<file path="src/rtl/irq_pkg.sv">
package irq_pkg;
  localparam int NSRC = 17;
  localparam int IDXW = $clog2(NSRC + 1);
  localparam int CNTW = 8;

  typedef struct packed {
    logic [NSRC-1:0] setVec;
    logic [NSRC-1:0] clrVec;
    logic            maskWe;
    logic [NSRC-1:0] maskData;
  } ctrlStrb_t;
endpackage

</file>
<file path="src/rtl/irq_ctrl.sv">
module irq_ctrl
  import irq_pkg::*;
(
  input  logic            clk,
  input  logic            rst_n,
  input  logic [NSRC-2:0] evtPulse,
  input  logic            rxFifoEmpty,
  input  logic            rxCharStrobe,
  input  logic            bitTick,
  input  logic [CNTW-1:0] toThresh,
  input  logic            regWr,
  input  logic            regSel,
  input  logic [NSRC-1:0] regWdata,
  input  logic            idxRd,
  input  logic [IDXW-1:0] curIdx,
  output ctrlStrb_t       strb
);
  logic [CNTW-1:0] toCnt;
  logic            toFire;
  logic [NSRC-1:0] rdClr;

  assign toFire = !rxCharStrobe && !rxFifoEmpty && bitTick &&
                  (toThresh != '0) && (toCnt == toThresh - 1'b1);

  always_ff @(posedge clk or negedge rst_n) begin
    if (!rst_n) toCnt <= '0;
    else if (rxCharStrobe || rxFifoEmpty) toCnt <= '0;
    else if (bitTick && toCnt < toThresh) toCnt <= toCnt + 1'b1;
  end

  always_comb begin
    rdClr = '0;
    for (int k = 0; k < NSRC; k++)
      if (idxRd && curIdx == IDXW'(k + 1)) rdClr[k] = 1'b1;
  end

  always_comb begin
    strb.setVec   = {evtPulse, toFire};
    strb.clrVec   = rdClr | ((regWr && regSel) ? regWdata : '0) |
                    {{(NSRC-1){1'b0}}, rxFifoEmpty};
    strb.maskWe   = regWr && !regSel;
    strb.maskData = regWdata;
  end


  char_reload_chk: assert property (@(posedge clk) disable iff (!rst_n)
    (rxCharStrobe || rxFifoEmpty) |=> toCnt == '0);

  no_fire_disabled_chk: assert property (@(posedge clk) disable iff (!rst_n)
    (toThresh == '0) |-> !strb.setVec[0]);
endmodule

</file>
<file path="src/rtl/irq_datapath.sv">
module irq_datapath
  import irq_pkg::*;
(
  input  logic            clk,
  input  logic            rst_n,
  input  ctrlStrb_t       strb,
  output logic [NSRC-1:0] rawStatus,
  output logic [NSRC-1:0] maskReg,
  output logic [IDXW-1:0] curIdx,
  output logic            irqOut
);
  logic [NSRC-1:0] pendEn;

  always_ff @(posedge clk or negedge rst_n) begin
    if (!rst_n) begin
      rawStatus <= '0;
      maskReg   <= '0;
    end else begin
      rawStatus <= (rawStatus & ~strb.clrVec) | strb.setVec;
      if (strb.maskWe) maskReg <= strb.maskData;
    end
  end

  assign pendEn = rawStatus & maskReg;
  assign irqOut = |pendEn;

  always_comb begin
    curIdx = '0;
    for (int k = NSRC - 1; k >= 0; k--)
      if (pendEn[k]) curIdx = IDXW'(k + 1);
  end


  idx_pend_chk: assert property (@(posedge clk) disable iff (!rst_n)
    (curIdx != '0) |-> pendEn[curIdx - 1'b1]);

  irq_idx_chk: assert property (@(posedge clk) disable iff (!rst_n)
    irqOut == (curIdx != '0));

  set_wins_chk: assert property (@(posedge clk) disable iff (!rst_n)
    (|strb.setVec) |=> ((rawStatus & $past(strb.setVec)) == $past(strb.setVec)));
endmodule

</file>
<file path="src/rtl/uart_irq_index.sv">
module uart_irq_index
  import irq_pkg::*;
(
  input  logic            clk,
  input  logic            rst_n,
  input  logic [NSRC-2:0] evtPulse,
  input  logic            rxFifoEmpty,
  input  logic            rxCharStrobe,
  input  logic            bitTick,
  input  logic [CNTW-1:0] toThresh,
  input  logic            regWr,
  input  logic            regSel,
  input  logic [NSRC-1:0] regWdata,
  input  logic            idxRd,
  output logic [IDXW-1:0] irqIdx,
  output logic            irqOut,
  output logic [NSRC-1:0] rawStatus,
  output logic [NSRC-1:0] maskOut
);
  ctrlStrb_t strb;

  irq_ctrl u_ctrl (
    .clk(clk), .rst_n(rst_n), .evtPulse(evtPulse), .rxFifoEmpty(rxFifoEmpty),
    .rxCharStrobe(rxCharStrobe), .bitTick(bitTick), .toThresh(toThresh),
    .regWr(regWr), .regSel(regSel), .regWdata(regWdata), .idxRd(idxRd),
    .curIdx(irqIdx), .strb(strb)
  );

  irq_datapath u_dp (
    .clk(clk), .rst_n(rst_n), .strb(strb), .rawStatus(rawStatus),
    .maskReg(maskOut), .curIdx(irqIdx), .irqOut(irqOut)
  );


  drain_clear_chk: assert property (@(posedge clk) disable iff (!rst_n)
    rxFifoEmpty |=> !rawStatus[0]);

  mask_load_chk: assert property (@(posedge clk) disable iff (!rst_n)
    (regWr && !regSel) |=> maskOut == $past(regWdata));
endmodule

</file>
<file path="config.mk">
export PLATFORM = sky130hd
export DESIGN_NAME = uart_irq_index
export DESIGN_NICKNAME = d
export VERILOG_FILES = /design/src/rtl/irq_pkg.sv /design/src/rtl/irq_ctrl.sv /design/src/rtl/irq_datapath.sv /design/src/rtl/uart_irq_index.sv
export SDC_FILE = /design/constraint.sdc
export NUM_CORES = 1
export LEC_CHECK = 0
export ABC_CLOCK_PERIOD_IN_PS = 2500
export CAP_MARGIN = 20
export CORE_ASPECT_RATIO = 1.75
export CORE_MARGIN = 2
export CORE_UTILIZATION = 40
export CTS_CLUSTER_DIAMETER = 100
export DETAILED_ROUTE_END_ITERATION = 7
export MAX_ROUTING_LAYER = met4
export PLACE_DENSITY = 0.72
export RECOVER_POWER = 25
export SYNTH_ARGS = -nofsm -noshare
export SYNTH_HDL_FRONTEND = slang
export SYNTH_SLANG_ARGS = --single-unit
</file>
<file path="constraint.sdc">
create_clock -name clk -period 2.5 [get_ports clk]
set_input_delay 0.625 -clock clk [delete_from_list [all_inputs] [get_ports clk]]
set_output_delay 0.625 -clock clk [all_outputs]
set_load 0.05 [all_outputs]
</file>
Word-level counts from Yosys, hierarchy flattened
Cells that the tools add are included.

word-level totals
  register bits after elaboration = 42
  bits of input ports = 49
  output and inout port bits = 40
  logic and storage cells = 98

operators by class
  $add $sub $neg = 2
  magnitude comparators = 1
  equality and inequality tests = 18
  mux-type cells = 37
  bitwise operators = 6
  reductions and logical operators = 31

operators by type and width
  kind                                                 number
  2-to-1 mux 5 bit                                     17
  equality test 5 x 4 -> 1 bit, second input constant  8
  AND 17 bit                                           2
  bitwise OR 17 bit                                    2
  logical AND 1 bit                                    24
  equality test 5 x 3 -> 1 bit, second input constant  4
  2-to-1 mux 1 bit                                     17
  2-to-1 mux 17 bit                                    1
  NOT 17 bit                                           1
  bitwise OR 17 x 1 -> 17 bit                          1
  OR reduction 17 bit                                  1
  2-to-1 mux 8 bit                                     2
  equality test 5 x 2 -> 1 bit, second input constant  2
  equality test 5 bit, second input constant           2
  adder 8 x 1 -> 8 bit, second input constant          1
  equality test 8 bit                                  1
  less-than comparator 8 bit                           1
  nonzero test 8 bit                                   1
  subtractor 8 x 1 -> 8 bit, second input constant     1
  equality test 5 x 1 -> 1 bit, second input constant  1
  zero test 1 bit                                      3
  nonzero test 2 bit                                   1
  logical OR 1 bit                                     1

Logic depth before layout (Yosys ltp)
  word-level depth = 26
  mapped depth = 9
  mapped depth without buffers = 8

Cells and area by module
Synthesis repeated with hierarchy kept, for this count alone.

second synthesis, totals
  cell total of the unflattened synthesis = 307
  area total of the unflattened synthesis = 2922.8 µm²

modules (own cells, without submodules)
  module        times used  cells each  area each (µm²)  seq. area each (µm²)
  irq_datapath  1           130         1540.2           850.8
  irq_ctrl      1           177         1382.6           200.2

Worst setup path after synthesis
Ideal clock, no wire load.

  path type = reg-to-output
  start point = register u_dp.rawStatus[7]
  end point = output irqIdx[1]
  data arrival time = 2.441 ns
  data required time = 1.875 ns
  slack = -0.566 ns
  stages on the path, launching flop included = 5
  buffers on the path = 0
  cell sequence = dfrtp_1 -> a22o_1 -> a21bo_2 -> o21a_1 -> a21boi_0

on the way
  longest elaborated chain between the ends = 9

RTL lines
  item                            line                  source
  start, declared                 irq_datapath.sv:7     output logic [NSRC-1:0] rawStatus,
  start signal, assigned          irq_datapath.sv:19    rawStatus <= (rawStatus & ~strb.clrVec) | strb.setVec;
  AND 17 bit                      irq_datapath.sv:24    assign pendEn = rawStatus & maskReg;
  2-to-1 mux 5 bit (8 in series)  irq_datapath.sv:30    if (pendEn[k]) curIdx = IDXW'(k + 1);
  end, declared                   uart_irq_index.sv:15  output logic [IDXW-1:0] irqIdx,

Every way passes these cells.

Worst setup path in the final report
  start point = register u_dp.rawStatus[13]
  end point = output irqIdx[1]

on the way
  longest elaborated chain between the ends = 15

RTL lines
  item                             line
  AND 17 bit                       irq_datapath.sv:24
  2-to-1 mux 5 bit (14 in series)  irq_datapath.sv:30

Every way passes these cells.

==> reports/metrics.yaml <==
setup_path:
  reg2reg_depth: 7
  critical_path_class: "reg2out"
  path_max_fanout: 4
  timing.reg2reg.setup_slack_ns: 0.48
  startpoint_type: "register"
  cp-end-kind: "primary output"
  required_ns: 1.88
  r2r-start: "u_ctrl.toCnt[1]$_DFFE_PN0P_"
  r2r_end: "u_ctrl.toCnt[3]$_DFFE_PN0P_"
  arrival_ns: 1.85
floorplan:
  ios: 89
  row_count: 38
  die_y_um: 110.8
  die_width_um: 65.01
  start_util_pct: 41.82
  core_area_mm2: 0.006228
  die_area_mm2: 0.007200
power:
  pwr-share-seq_pct: 34.8
  intPower_mw: 1.436
  ir_worst_vdd_mv: 0.2414
  p_per_area_mw_per_mm2: 598.2
  clockPowerShare_pct: 22.8
  pwr-share-comb_pct: 42.5
  swShare_pct: 38.68
  totalPowerFinal_mw: 2.341
  leakage_nw: 1.593
  p_switching_uw: 905.4
timing:
  tightest_slew_ns: 1.038
  max_freq_mhz: 404.7
  slew_headroom_pct: 30.81
  setup_viol_count_final: 0
  period_share_pct: 98.84
  hold_viol: 0
  fin_worst_skew_ns: 0.005512
  min_period_ns: 2.471
  maxSlewViolCount: 0
  grt_setup_unrepaired: "true"
cells_and_area:
  area_growth_pct: 50.24
  final_area_mm2: 0.003914
  nets: 455
  diodes: 0
  drive_above_1_share_pct: 17.68
synth:
  synth_cell_type_count: 46
  yosysWarnings: 0
  syn_area_mm2: 0.002605
  synth.avg_cell_area_um2: 9.108
  synth-main-ff-cell: "dfrtp_1"
  seq_area_frac_synth_pct: 40.35
  async_flop_share_pct: 100.0
  synth_nets: 346
  synth_edf_count: 0
  synthCells: 286
  ys_ff_latch: 42
hold_path:
  min_path_type: "in2async"
clocking:
  clock-sinks: 42
  cts_setup_buffers: 0
  cts_max_level: 2
  root_buffer: "clkbuf_8"
  clock_latency_ns: 0.30
  clock_tree.buffer_depth: 2
  numCtsBuffers: 5
  clkSlewWorstSetupHoldPaths_ns: 0.08
  tritoncts: "done"
global_routing:
  first_global_vias: 2715
  grt_pass1_wl_um: 13210
  grt_start_max_net_pins: 20
  overflow: 0
  antenna_found_initial: 0
  grt_use_total_pct: 24.40
outcome:
  status: "finished, final reports clean"
placed_design:
  place_area_mm2: 0.003755
  dp_hpwl_um: 6646
  io_buffers: 88
  gp_congestion: 0.9658
drt:
  wirelength_um: 8280
  drc: 0
  antenna_left: 0
  drt-initial-drc-count: 198
  routed-via-count: 2652
  via_per_inst: 5.571
  wl_per_cell_um: 17.39
  dr.pass1.iters: 4
flow_run:
  cap_violations: 0
-- layout by cell type (no fill, tap or decap), types with 2 or more instances in the layout --
master	Yosys	routed
o21ai_2	0	2
clkbuf_8	0	5
ha_1	11	11
o21ai_1	2	2
dfrtp_1	42	42
nor3_1	6	5
nand4_1	7	7
a31oi_1	7	7
and3_1	2	2
nor2b_1	2	2
clkbuf_1	5	5
nand3b_1	2	2
xnor2_1	9	9
o41ai_1	2	2
o21ai_0	11	9
and2_1	4	4
o211ai_1	4	4
mux2_2	17	17
inv_1	15	15
buf_12	0	4
a21oi_1	31	29
nor2_1	13	11
o21a_1	3	3
a22oi_2	0	2
or3_1	7	7
nand2_2	0	2
buf_4	0	21
a31o_2	3	3
clkdlybuf4s50_1	0	80
and4_1	2	2
nand3_1	10	10
nand2_1	41	39
a22o_1	4	2
-- metrics by stage --
stage	cells	setup slack (ns)	utilization (%)	setup TNS [ns]	hold slack, ns
4_1_cts	476	0.004156	62.11	0	0.2765
6_report	476	0.02905	62.84	0	0.4836
3_3_place_gp	468	-0.3030	60.29	-2.386	0.5255
5_1_grt	476	-0.01397	62.84	-0.01397	0.5590
2_1_floorplan	286	-0.1959	-	-0.1959	0.3294
3_5_place_dp	468	-0.3953	60.29	-3.004	0.5332
-- synth_stat cells, types with 5 or more instances --
library cell  instances  share of area (%)
a21oi_1              31                6.0
a31oi_1               7                1.7
clkbuf_1              5               0.72
dfrtp_1              42                 40
ha_1                 11                5.3
inv_1                15                2.2
mux2_2               17                7.3
nand2_1              41                5.9
nand3_1              10                1.9
nand4_1               7                1.7
nor2_1               13                1.9
nor3_1                6                1.2
o21ai_0              11                2.1
or3_1                 7                1.7
xnor2_1               9                3.0
-- power by group through the flow --
stage | clock network (mW) | registers, mW | logic, mW
4_1_cts | 0.542 | 0.810 | 0.977
3_3_place_gp | 0 | 0.820 | 0.965
6_report | 0.533 | 0.815 | 0.994
5_1_grt | 0.567 | 0.827 | 1.04
3_5_place_dp | 0 | 0.824 | 0.969
2_1_floorplan | 0 | 1.03 | 0.334
-- cell families (layout without fill, tap and decap cells) --
| kind of cell | after synthesis | count (layout) | synth area share, % |
|---|---|---|---|
| AND/OR/NAND/NOR | 101 | 101 | 19.26 |
| adder cells (fa/ha/maj) | 11 | 11 | 5.283 |
| flip-flops | 42 | 42 | 40.35 |
| XOR/XNOR | 10 | 10 | 3.362 |
| multiplexers | 17 | 17 | 7.349 |
| buffers and inverters | 22 | 132 | 3.506 |
| AO/OA/AOI/OAI | 83 | 83 | 20.89 |
-- layer usage --
metal	wire length [um]	track usage, %	vias to the layer above	share of wire (%)
li1	-	-	1270	-
met3	384	4.162	21	4.6
met1	2996	24.30	1270	36
met4	280	10.64	0	3.4
met5	0	-	-	0
met2	4618	44.88	91	56
-- state kept, by name, indices dropped and copies added (netlist names) --
| signal | cells |
|---|---|
| u_dp.maskReg | 17 |
| u_ctrl.toCnt | 8 |
| u_dp.rawStatus | 17 |
-- what timing repair did --
item,in CTS,in global routing
cloned,0,0
endpoints found under the setup margin,9,13
pin swaps,0,6
resized for setup,3,14
hold buffers,0,0
-- worst max-delay path, cell delays in order, from the launching register on --
cell,delay (ns)
dfrtp_1,0.43
a22o_1,0.29
a311oi_2,0.36
o21a_1,0.22
a21boi_2,0.09
buf_12,0.16
-- final cells by class --
type,count,area (um2)
Fill cell,557,2315
Multi-Input combinational cell,222,1538
Timing Repair Buffer,109,1062
Sequential cell,42,1051
Tap cell,80,100.1
Clock buffer,7,76.32
Inverter,15,56.30
Clock inverter,1,30.03
-- worst max path at each step --
stage,start,endpoint,slack [ns],cells past startpoint
after global routing,u_dp.rawStatus[14]$_DFF_PN0_,irqIdx[1],-0.01,5
final,u_dp.rawStatus[13]$_DFF_PN0_,irqIdx[1],0.03,5
after floorplan,u_dp.rawStatus[7]$_DFF_PN0_,irqIdx[1],-0.20,4
after CTS,u_dp.rawStatus[5]$_DFF_PN0_,irqIdx[4],0.004,6
after global placement,toThresh[1],u_ctrl.toCnt[6]$_DFFE_PN0P_,-0.30,9
after detailed placement,toThresh[1],u_ctrl.toCnt[7]$_DFFE_PN0P_,-0.40,9
Power figures use the tool's default switching activity.
